### src/rtl/phy_scan_pkg.sv
package phy_scan_pkg;

  localparam int unsigned PHY_AW  = 5;
  localparam int unsigned REG_AW  = 5;
  localparam int unsigned DATA_W  = 16;

  localparam logic [REG_AW-1:0] REG_CTRL = 5'd0;
  localparam logic [REG_AW-1:0] REG_STAT = 5'd1;
  localparam logic [REG_AW-1:0] REG_ADV  = 5'd4;

  localparam logic [DATA_W-1:0] CTRL_AN_EN    = 16'h1000;
  localparam logic [DATA_W-1:0] CTRL_AN_RST   = 16'h0200;
  localparam logic [DATA_W-1:0] CTRL_FDX      = 16'h0100;
  localparam logic [DATA_W-1:0] CTRL_SPD100   = 16'h2000;
  localparam logic [DATA_W-1:0] CTRL_CLR_MASK = 16'hED80;
  localparam logic [DATA_W-1:0] ADV_ABIL_MASK = 16'h01E0;

  typedef enum logic [3:0] {
    ST_RD_STAT, ST_RD_CTRL, ST_RD_ADV, ST_PLAN, ST_WR_ADV,
    ST_WR_CTRL_A, ST_SETTLE, ST_WR_CTRL_B, ST_ADVANCE, ST_DONE
  } scan_state_t;

  typedef struct packed {
    logic [DATA_W-1:0] word;
    logic              sw;
  } ctrl_plan_t;

  function automatic logic phy_present(input logic [DATA_W-1:0] s);
    return ((s & 16'h8301) == 16'h8001) || (!s[15] && ((s & 16'h7800) != '0));
  endfunction

  function automatic logic [DATA_W-1:0] pick_adv(input logic [DATA_W-1:0] want,
                                                 input logic [DATA_W-1:0] cur,
                                                 input logic [DATA_W-1:0] stat);
    logic [DATA_W-1:0] own;
    own = ((cur & ADV_ABIL_MASK) != '0) ? cur : (((stat >> 6) & 16'h03E0) | 16'h0001);
    return (want != '0) ? want : own;
  endfunction

  function automatic ctrl_plan_t plan_ctrl(input logic [DATA_W-1:0] cur,
                                           input logic forced,
                                           input logic fdx,
                                           input logic spd100);
    ctrl_plan_t p;
    p.word = forced ? (cur & ~CTRL_AN_EN) : (cur | CTRL_AN_EN);
    p.sw   = (p.word != cur);
    if (!forced && p.sw) p.word = p.word | CTRL_AN_RST;
    p.word = p.word & ~CTRL_CLR_MASK;
    if (fdx)    p.word = p.word | CTRL_FDX;
    if (spd100) p.word = p.word | CTRL_SPD100;
    return p;
  endfunction

endpackage

### src/rtl/scan_settle_timer.sv
module scan_settle_timer #(
  parameter int unsigned CYCLES = 500
) (
  input  logic clk,
  input  logic rst_n,
  input  logic start,
  output logic busy
);
  localparam int unsigned LIM = (CYCLES < 1) ? 1 : CYCLES;
  localparam int unsigned CW  = $clog2(LIM + 1);

  logic [CW-1:0] cnt_q, cnt_d;
  logic          cnt_en;

  always_comb begin
    cnt_en = start || (cnt_q != '0);
    cnt_d  = start ? CW'(LIM) : (cnt_q - 1'b1);
  end

  always_ff @(posedge clk or negedge rst_n) begin
    if (!rst_n)      cnt_q <= '0;
    else if (cnt_en) cnt_q <= cnt_d;
  end

  assign busy = (cnt_q != '0);
endmodule

### src/rtl/scan_phy_table.sv
module scan_phy_table #(
  parameter int unsigned SLOTS = 4,
  parameter int unsigned AW    = 5,
  parameter int unsigned IW    = 2
) (
  input  logic                clk,
  input  logic                rst_n,
  input  logic                wr_en,
  input  logic [IW-1:0]       wr_idx,
  input  logic [AW-1:0]       wr_addr,
  output logic [SLOTS*AW-1:0] table_flat
);
  for (genvar i = 0; i < SLOTS; i++) begin : g_slot
    logic [AW-1:0] slot_q;
    logic          slot_en;
    assign slot_en = wr_en && (wr_idx == IW'(i));
    always_ff @(posedge clk or negedge rst_n) begin
      if (!rst_n)       slot_q <= '0;
      else if (slot_en) slot_q <= wr_addr;
    end
    assign table_flat[i*AW +: AW] = slot_q;
  end
endmodule

### src/rtl/phy_scan_engine.sv
module phy_scan_engine
  import phy_scan_pkg::*;
#(
  parameter int unsigned MAX_PHYS      = 4,
  parameter int unsigned SETTLE_CYCLES = 500
) (
  input  logic                               clk,
  input  logic                               rst_n,
  input  logic                               force_media,
  input  logic [15:0]                        desired_adv,
  input  logic                               force_fdx,
  input  logic                               force_100,
  output logic                               mdio_req,
  output logic                               mdio_wr,
  output logic [4:0]                         mdio_phy,
  output logic [4:0]                         mdio_reg,
  output logic [15:0]                        mdio_wdata,
  input  logic                               mdio_ack,
  input  logic [15:0]                        mdio_rdata,
  output logic [MAX_PHYS*5-1:0]              phy_table,
  output logic [$clog2(MAX_PHYS+1)-1:0]      phy_count,
  output logic                               scan_done
);
  localparam int unsigned CNT_W = $clog2(MAX_PHYS + 1);
  localparam int unsigned IDX_W = (MAX_PHYS > 1) ? $clog2(MAX_PHYS) : 1;

  scan_state_t        state_q, state_d, after_adv;
  logic [PHY_AW-1:0]  addr_q, addr_d;
  logic [CNT_W-1:0]   count_q, count_d;
  logic [DATA_W-1:0]  stat_q, stat_d, ctrl_q, ctrl_d, adv_q, adv_d;
  logic               tbl_we, settle_start, settle_busy, regs_en;
  logic [DATA_W-1:0]  tgt_adv;
  ctrl_plan_t         plan;

  always_comb begin
    tgt_adv = pick_adv(desired_adv, adv_q, stat_q);
    plan    = plan_ctrl(ctrl_q, force_media, force_fdx, force_100);
    if (plan.word != ctrl_q) after_adv = plan.sw ? ST_WR_CTRL_A : ST_WR_CTRL_B;
    else                     after_adv = ST_ADVANCE;
  end

  always_comb begin
    state_d      = state_q;
    addr_d       = addr_q;
    count_d      = count_q;
    stat_d       = stat_q;
    ctrl_d       = ctrl_q;
    adv_d        = adv_q;
    tbl_we       = 1'b0;
    settle_start = 1'b0;
    unique case (state_q)
      ST_RD_STAT: if (mdio_ack) begin
        stat_d = mdio_rdata;
        if (phy_present(mdio_rdata)) begin
          tbl_we  = 1'b1;
          count_d = count_q + 1'b1;
          state_d = ST_RD_CTRL;
        end else begin
          state_d = ST_ADVANCE;
        end
      end
      ST_RD_CTRL: if (mdio_ack) begin
        ctrl_d  = mdio_rdata;
        state_d = ST_RD_ADV;
      end
      ST_RD_ADV: if (mdio_ack) begin
        adv_d   = mdio_rdata;
        state_d = ST_PLAN;
      end
      ST_PLAN:      state_d = (tgt_adv != adv_q) ? ST_WR_ADV : after_adv;
      ST_WR_ADV:    if (mdio_ack) state_d = after_adv;
      ST_WR_CTRL_A: if (mdio_ack) begin
        settle_start = 1'b1;
        state_d      = ST_SETTLE;
      end
      ST_SETTLE:    if (!settle_busy) state_d = ST_WR_CTRL_B;
      ST_WR_CTRL_B: if (mdio_ack) state_d = ST_ADVANCE;
      ST_ADVANCE: begin
        if ((count_q == CNT_W'(MAX_PHYS)) || (addr_q == '0)) begin
          state_d = ST_DONE;
        end else begin
          addr_d  = addr_q + 1'b1;
          state_d = ST_RD_STAT;
        end
      end
      ST_DONE: state_d = ST_DONE;
      default: state_d = ST_DONE;
    endcase
  end

  assign regs_en = (state_q != ST_DONE);

  always_ff @(posedge clk or negedge rst_n) begin
    if (!rst_n) begin
      state_q <= ST_RD_STAT;
      addr_q  <= 5'd1;
      count_q <= '0;
      stat_q  <= '0;
      ctrl_q  <= '0;
      adv_q   <= '0;
    end else if (regs_en) begin
      state_q <= state_d;
      addr_q  <= addr_d;
      count_q <= count_d;
      stat_q  <= stat_d;
      ctrl_q  <= ctrl_d;
      adv_q   <= adv_d;
    end
  end

  always_comb begin
    mdio_req   = 1'b1;
    mdio_wr    = 1'b0;
    mdio_reg   = REG_STAT;
    mdio_wdata = '0;
    case (state_q)
      ST_RD_STAT:   mdio_reg = REG_STAT;
      ST_RD_CTRL:   mdio_reg = REG_CTRL;
      ST_RD_ADV:    mdio_reg = REG_ADV;
      ST_WR_ADV: begin
        mdio_wr    = 1'b1;
        mdio_reg   = REG_ADV;
        mdio_wdata = tgt_adv;
      end
      ST_WR_CTRL_A, ST_WR_CTRL_B: begin
        mdio_wr    = 1'b1;
        mdio_reg   = REG_CTRL;
        mdio_wdata = plan.word;
      end
      default: mdio_req = 1'b0;
    endcase
  end

  assign mdio_phy  = addr_q;
  assign phy_count = count_q;
  assign scan_done = (state_q == ST_DONE);

  scan_settle_timer #(.CYCLES(SETTLE_CYCLES)) u_settle (
    .clk   (clk),
    .rst_n (rst_n),
    .start (settle_start),
    .busy  (settle_busy)
  );

  scan_phy_table #(.SLOTS(MAX_PHYS), .AW(PHY_AW), .IW(IDX_W)) u_table (
    .clk        (clk),
    .rst_n      (rst_n),
    .wr_en      (tbl_we),
    .wr_idx     (count_q[IDX_W-1:0]),
    .wr_addr    (addr_q),
    .table_flat (phy_table)
  );
endmodule

### config.mk
export PLATFORM = sky130hd
export DESIGN_NAME = phy_scan_engine
export DESIGN_NICKNAME = d
export VERILOG_FILES = /design/src/rtl/phy_scan_pkg.sv /design/src/rtl/scan_settle_timer.sv /design/src/rtl/scan_phy_table.sv /design/src/rtl/phy_scan_engine.sv
export SDC_FILE = /design/constraint.sdc
export NUM_CORES = 1
export LEC_CHECK = 0
export BUFFER_PORTS_ARGS = -buffer_cell sky130_fd_sc_hd__buf_2
export CAP_MARGIN = 10
export CELL_PAD_IN_SITES_DETAIL_PLACEMENT = 2
export CELL_PAD_IN_SITES_GLOBAL_PLACEMENT = 2
export CORE_MARGIN = 2
export CORE_UTILIZATION = 31
export DETAILED_ROUTE_END_ITERATION = 10
export PLACE_DENSITY_LB_ADDON = 0.2
export SETUP_SLACK_MARGIN = 0.3
export SLEW_MARGIN = 30
export SYNTH_ARGS = -nofsm -noshare
export SYNTH_HDL_FRONTEND = slang
export SYNTH_SLANG_ARGS = --single-unit
### constraint.sdc
create_clock -name clk -period 5.01 [get_ports clk]
set_input_delay 0.7515 -clock clk [delete_from_list [all_inputs] [get_ports clk]]
set_output_delay 0.7515 -clock clk [all_outputs]
set_load 0.02 [all_outputs]
# Word level (Yosys, flattened, before mapping)
# Index checks and enable logic that the tools add are counted.
# totals
register_bits,89
inputBits,38
output_inout_bits,52
elab_cells,98
# op_classes
n_addsub,3
n_eq_ne,25
mux,29
bitwise,1
n_reduce_logical,29
# ops
op,n
$reduce_bool 16->1,3
$mux 4,11
$pmux 4 s9,1
$mux 16,2
$ne 16x16->1,2
$pmux 16 s2,1
$mux 9,2
$eq 4x3->1 const B,4
$ne 14x16->1,1
$mux 14,1
$ne 2x2->1 const B,7
$mux 13,1
$eq 4x4->1 const B,3
$reduce_and 3->1,4
$mux 10,1
$reduce_bool 9->1,1
$sub 9x1->9 const B,1
$eq 4x2->1 const B,2
$reduce_and 8->1,1
$mux 1,7
$logic_and 1x1->1,6
$pmux 3 s2,1
$reduce_or 3->1,2
$reduce_or 6->1,1
16 further kinds,21

# Longest topological paths before layout
# Gate-level depths: netlist of the first run.
# logic_depth
ltp_word,10
depth_mapped,8
depth_no_buf,8

# By module
# From an unflattened synthesis of the first run, not the netlist that was laid out.
# unflattened
cells_unflattened,406
area_unflattened_um2,4307.9
# by_module_without_submodules
mod,n_inst,cells_each,area_each_um2,seq_area_each_um2
phy_scan_engine,1,311,3052.9,1227.4
scan_phy_table,1,44,764.5,500.5
scan_settle_timer,1,51,490.5,225.2

# Least setup slack after synthesis of the first run
# OpenSTA, ideal clock, no wires.
# synth_timing
kind,input-to-output
startpoint,input port desired_adv[11]
endpoint,output port mdio_wdata[13]
t_arrival_ns,2.259
t_required_ns,4.259
path_slack_ns,1.999
cell_stages,6
n_path_buf,1
path_cell_list,nor4_1 -> nand4_1 -> nor2_1 -> clkbuf_1 -> a21oi_1 -> o21ai_0
# synth_between
elab_chain_len,3
# synth_rtl
element,line,rtl
from (decl),phy_scan_engine.sv:10,"input logic [15:0] desired_adv,"
$reduce_bool 16->1,phy_scan_pkg.sv:37,return (want != '0) ? want : own;
$mux 16,phy_scan_pkg.sv:37,
$pmux 16 s2,phy_scan_engine.sv:116,case (state_q)
to (decl),phy_scan_engine.sv:17,"output logic [15:0] mdio_wdata,"
# Every way passes these cells.

# Worst setup path in the final report of the first run
# layout_timing
startpoint,input port desired_adv[11]
endpoint,output port mdio_wdata[1]
# The elaborated chain is that of the path after synthesis.

==> impl_metrics.tcl, run 1 <==
set metrics [dict create \
    clock_sinks 78 \
    synth-simple-area-share_pct 15.3 \
    fin_nets 531 \
    root_buffer "clkbuf_16" \
    antennaDiodeCount 0 \
    outcome "finished, final reports clean" \
    rows 42 \
    fin_hold_ws_ps 431 \
    routed_wl_mm 12.8 \
    clk_pin_slew_worst_paths_ps 60 \
    synth_mux_area_share_pct 13.3 \
    critPathCaptureType "output port" \
    postCtsSetupBuffers 0 \
    reg2reg_from "mdio_phy[0]" \
    final_util_pct 37.7 \
    drive_above_1_share_pct 33.9 \
    viasPerCell 5.15 \
    final_area_um2 4950 \
    ys_warn_count 0 \
    ys.flop_type "dfrtp_1" \
    grt_pass1_wl_mm 20.7 \
    dpl-instance-area_um2 4680 \
    crit_type "in -> out" \
    fillCellCount 1469 \
    clock_latency_ps 350 \
    core-area_um2 13100 \
    finalSetupViolations 0 \
    synthArstFlopShare_pct 100 \
    synth.ff_latch_count 78 \
    r2r_end "mdio_phy[4]" \
    dr.pass1.iters 4 \
    synth_largest_area_cell "dfrtp_1" \
    synth-edff-count 0 \
    synth-xor-area-share_pct 2.96 \
    avgSynthCellArea_um2 10.3 \
    hpwl_mm 9.40 \
    drc 0 \
    cts_buffers 9 \
    htree_levels 3 \
    synth_top_area_share_pct 46.5 \
    fin_crit_sh_pct 71.0 \
    ff2ff_setup_slack_ps 2330 \
    final-hold-violation-count 0 \
    cp_max_fo 12 \
    sequential_cell_area_um2 1950 \
    r2r_cells 8 \
    pre_cts_ws_ps 1430 \
    period_needed_ps 3560 \
    grt-ovfl-total 0 \
    cp.required_ps 4260 \
    final_cell_mix "buf_2, dfrtp_1, mux2_2, nand2_1" \
    min_path_type "in -> async" \
    leakagePower_nw 2.34 \
    max_cap_violations 0 \
    synth_cell_types 59 \
    slew_headroom_pct 39.2 \
    setup_tns_ps 0 \
    peakVddDrop_v 0.000157 \
    die_y_um 120 \
    boundaryPins 90 \
    rsz0062_at_grt "no" \
    place_congestion 0.775 \
    ant_nets 0 \
    grt_pass1_vias 3743 \
    cts_hold_buf 0 \
    grt_use_total_pct 18.9 \
    initial_core_util_pct 31.5 \
    num_vias 3433 \
    fmax_mhz 281 \
    worstPathArrival_ps 2800 \
    cp-start-kind "input pin" \
    finalClockSkew_ps 5.70 \
    maxSlewViolCount 0 \
    area_growth_pct 19.7 \
    antenna_found_initial 0 \
    multi_input_area_um2 1970 \
    netlist_instances 403 \
    die_area_um2 14300 \
    clockBufferDepth 2 \
    synth_top_family_by_area "simple AND/OR/NAND/NOR gates" \
    final_common_cell "buf_2" \
    synth-compound-area-share_pct 13.4 \
    tritoncts "yes" \
    wire_per_inst_um 19.2 \
    synth-adder-area-share_pct 2.42 \
    power_density_nw_per_um2 529 \
    syn_area_um2 4140 \
    seq_area_frac_synth_pct 47.2 \
    setup_ws_ps 1450 \
    fp.dieW_um 120 \
    synth_area_leaders "dfrtp_1, mux2_2, nand2_1" \
    drt_first_iter_violations 138 \
    grt_max_degree 79 \
    worst_pin_slew_ps 908 \
    portBuffers 86 \
    post_cts_resized 0 \
]
-- per-stage QoR --
stage          total power [W]  std cells
2_1_floorplan          0.00173        405
3_3_place_gp           0.00197        650
3_5_place_dp           0.00202        650
4_1_cts                0.00266        666
5_1_grt                0.00281        666
6_report               0.00262        666
-- critical path, stage by stage --
cell	delay (ps)
buf_2	120
nor4_1	410
nand4_1	220
nor2_1	750
a21oi_1	170
o21ai_0	180
buf_2	200
-- state kept, by name, indices dropped and copies added, names as in the netlist --
name                   cells
u_table.g_slot.slot_q     20
adv_q                     16
ctrl_q                    16
u_settle.cnt_q             9
mdio_phy                   5
stat_q                     5
state_q                    4
phy_count                  3
-- synth_stat cells (6+ instances only) --
master     n
o22ai_1    7
dfrtp_1   77
xnor2_1   12
nor4_1    10
mux2_2    49
nor3_1     6
nand2b_1   7
nor2_1    21
nand2_1   41
inv_1     26
clkbuf_1   7
o21ai_0   28
ha_1       8
a21oi_1   28
-- layer usage --
layer,GRT usage [%],routed length [um],vias to the layer above
met1,25.2,5930,1774
met3,4.09,392,10
met2,31.4,6340,55
li1,-,-,1594
met4,4.63,129,0
met5,0,0,-
-- logic make-up after synthesis --
group                      after synthesis
AOI/OAI and AO/OA                       90
xor gates and xnor gates                14
adders and majority gates                8
buffers and inverters                   43
DFF                                     78
muxes                                   49
other                                    1
and+or+nand+nor                        120
-- power breakdown --
group | internal [W] | switching (W)
logic | 0.000414 | 0.000501
registers | 0.000837 | 0.000252
clock network | 0.000339 | 0.000280
-- area by class of cell --
type / count / area share (%)
clock buffers: 10 / 4.62
flip-flops and latches: 78 / 39.4
multi-input cells: 284 / 39.8
inverters: 26 / 1.97
clock inverters: 6 / 0.934
well taps: 176 / 4.44
repair buffers: 86 / 8.81
-- how the worst max path moves through the flow --
stage	startpoint	cells past startpoint	endpoint	slack, ps
2_1_floorplan	desired_adv[11]	6	mdio_wdata[13]	2000
3_3_place_gp	desired_adv[11]	7	mdio_wdata[13]	1520
3_5_place_dp	desired_adv[3]	7	mdio_wdata[1]	1430
4_1_cts	desired_adv[4]	7	mdio_wdata[1]	1410
5_1_grt	desired_adv[11]	7	mdio_wdata[1]	1190
6_report	desired_adv[11]	7	mdio_wdata[1]	1450
Note: power is estimated with default switching activity, not from simulation.
==> run 2, diff against run 1 <==
--- a/config.mk
+++ b/config.mk
@@ -5,12 +5,13 @@
 export SDC_FILE = /design/constraint.sdc
 export NUM_CORES = 1
 export LEC_CHECK = 0
+export ABC_AREA = 1
 export BUFFER_PORTS_ARGS = -buffer_cell sky130_fd_sc_hd__buf_2
 export CAP_MARGIN = 10
 export CELL_PAD_IN_SITES_DETAIL_PLACEMENT = 2
 export CELL_PAD_IN_SITES_GLOBAL_PLACEMENT = 2
 export CORE_MARGIN = 2
-export CORE_UTILIZATION = 31
+export CORE_UTILIZATION = 28
 export DETAILED_ROUTE_END_ITERATION = 10
 export PLACE_DENSITY_LB_ADDON = 0.2
 export SETUP_SLACK_MARGIN = 0.3
==> constraint.sdc (replaced) <==
create_clock -name clk -period 3 [get_ports clk]
set_input_delay 0.45 -clock clk [delete_from_list [all_inputs] [get_ports clk]]
set_output_delay 0.45 -clock clk [all_outputs]
set_load 0.02 [all_outputs]
==> run 2 against run 1 <==
  * Non-clock buffer count grew 5
  * Synthesized cell count grew 48%
  * Worst setup slack lost 970 ps
  * Flip-flop and latch count is the same
  * Sequential power grew 61%
  * Clock skew grew 3.9 ps
  * Utilization shrank 3.2 points
  * Clock-buffer cell count shrank 1
  * Global-route usage grew 1.2 points
  * Largest power group unchanged
  * First-iteration DRC count shrank 4.3%
  * Cell area grew 9.9%
==> impl_metrics.tcl, run 2 <==
set metrics [dict create \
    critPathSlowestCell "dfrtp_1" \
    fp.dieW_um 131 \
    clock_latency_ps 350 \
    largestRegisters "u_table.g_slot.slot_q (20), adv_q (16), ctrl_q (16)" \
    synth-compound-area-share_pct 13.7 \
    finalSetupViolations 0 \
    fillCellCount 1914 \
    clock_power_share_pct 23.6 \
    viasPerCell 4.80 \
    drt_first_iter_violations 132 \
    min_path_type "in -> async" \
    clk_pin_slew_worst_paths_ps 70 \
    r2r_cells 11 \
    internal_power_w 0.00253 \
    synth_mux_area_share_pct 0 \
    largest_reg_flops 20 \
    p_seq_share_pct 38.8 \
    grt_pass1_wl_mm 25.9 \
    ys_warn_count 0 \
    ys.flop_type "dfrtp_1" \
    synth_top_family_by_area "simple AND/OR/NAND/NOR gates" \
    cts_buffers 9 \
    path_cells "nor2_2, nand2_2, inv_2, nand2_1, nand2_1, inv_1, nand2_1, nand3_1, nand2_1, buf_2" \
    postCtsSetupBuffers 0 \
    worstPathArrival_ps 2070 \
    setup_tns_ps 0 \
    rsz0062_at_grt "no" \
    dr.pass1.iters 4 \
    antenna_found_initial 0 \
    core-area_um2 15800 \
    routed_wl_mm 15.9 \
    leakagePower_nw 2.83 \
    maxSlewViolCount 0 \
    tritoncts "yes" \
    crit_top_cell "nand2_1" \
    boundaryPins 90 \
    synthArstFlopShare_pct 100 \
    power_density_nw_per_um2 831 \
    drc 0 \
    final_area_um2 5450 \
    cts_hold_buf 0 \
    ff2ff_setup_slack_ps 700 \
    antennaDiodeCount 0 \
    slew_headroom_pct 49.2 \
    wire_per_inst_um 17.5 \
    swShare_pct 44.1 \
    largest-register "u_table.g_slot.slot_q" \
    max_cap_violations 0 \
    die_y_um 131 \
    grt-ovfl-total 0 \
    period_needed_ps 2520 \
    synth_most_common_cell "nand2_1" \
    synth-simple-area-share_pct 29.6 \
    yosys-top-cells-count "nand2_1, inv_1, dfrtp_1, o21ai_0, nor2_1" \
    grt_use_total_pct 20.1 \
    synth-edff-count 0 \
    synth_largest_area_cell "dfrtp_1" \
    num_vias 4362 \
    clock_sinks 78 \
    fin_hold_ws_ps 148 \
    critPathCaptureType "output port" \
    grt_max_degree 79 \
    seq_area_frac_synth_pct 43.4 \
    cp.required_ps 2550 \
    clockBufferDepth 2 \
    comb_power_share_pct 37.6 \
    rows 46 \
    hpwl_mm 12.5 \
    synth_area_leaders "dfrtp_1, nand2_1, o21ai_0" \
    grt_pass1_vias 4768 \
    synth_cell_types 40 \
    place_congestion 0.864 \
    htree_levels 3 \
    r2r_end "state_q[3]" \
    fmax_mhz 397 \
    portBuffers 86 \
    dp_cells 893 \
    synth.ff_latch_count 78 \
    cp_max_fo 10 \
    crit_type "reg -> out" \
    synth-xor-area-share_pct 1.36 \
    finalClockSkew_ps 9.57 \
    post_cts_resized 1 \
    cpPeakStageDelay_ps 480 \
    dpl-instance-area_um2 5160 \
    outcome "finished, final reports clean" \
    fin_crit_sh_pct 84.0 \
    die_area_um2 17100 \
    area_growth_pct 21.1 \
    final-hold-violation-count 0 \
    cp-start-kind "register" \
    ant_nets 0 \
    peakVddDrop_v 0.000328 \
    avgSynthCellArea_um2 7.52 \
    drive_above_1_share_pct 19.9 \
    final_common_cell "nand2_1" \
    syn_area_um2 4500 \
    fin_nets 734 \
    reg2reg_from "u_settle.cnt_q[0]" \
    final_cell_mix "nand2_1, inv_1, buf_2, dfrtp_1, o21ai_0" \
    synth_top_area_share_pct 42.8 \
    initial_core_util_pct 28.5 \
    fin_cells 909 \
    worst_pin_slew_ps 762 \
    root_buffer "clkbuf_16" \
    netlist_instances 598 \
    synth-adder-area-share_pct 2.22 \
    p_sw_w 0.00200 \
]
==> run 2: stage by stage <==
stage               power [W]  worst slack, ps  utilization [%]
global placement      0.00338              481             32.7
CTS                   0.00459              435             34.5
finish                0.00452              480             34.5
floorplan             0.00281             1060                -
global route          0.00491              335             34.5
detailed placement    0.00349              414             32.7
==> run 2: per-layer routing <==
metal	vias to the layer above	GRT usage, %	wire length, um
li1	2113	-	-
met5	-	0	0
met4	0	6.01	217
met1	2164	27.4	7830
met2	72	32.9	7440
met3	13	3.18	411
==> run 2: cells by family after synthesis <==
logic type / Yosys count
AO/OA/AOI/OAI: 110
XOR/XNOR: 7
adder cells (fa/ha/maj): 8
buffers and inverters: 104
flip-flops: 78
other: 1
AND/OR/NAND/NOR: 290
==> run 2: worst max-delay path by stage <==
stage | startpoint | to | slack [ps]
floorplan | state_q[3] | mdio_wdata[12] | 1060
CTS | desired_adv[6] | mdio_wdata[13] | 430
global placement | desired_adv[6] | mdio_wdata[12] | 480
detailed placement | desired_adv[6] | state_q[2] | 410
global route | adv_q[7] | mdio_wdata[9] | 340
finish | adv_q[7] | mdio_wdata[9] | 480
==> run 2: final cells by class <==
cell class	count	area, um2	area share, %
well taps	216	270	4.96
repair buffers	91	474	8.70
clock inverters	7	62.6	1.15
multi-input cells	418	2120	39.0
clock buffers	9	225	4.13
inverters	90	339	6.22
flip-flops and latches	78	1950	35.9
==> run 2: power by group through the flow <==
stage	sequential [W]	combinational (W)	clock [W]
2_1_floorplan	0.00164	0.00117	0
3_3_place_gp	0.00174	0.00164	0
3_5_place_dp	0.00177	0.00172	0
4_1_cts	0.00176	0.00173	0.00110
5_1_grt	0.00181	0.00195	0.00115
6_report	0.00176	0.00170	0.00107
==> run 2: critical path: cells and delay by family, from the launching register on <==
| kind | cells | cell delay (ps) |
|---|---|---|
| buf+inv | 3 | 420 |
| flops | 1 | 480 |
| simple gates | 7 | 810 |
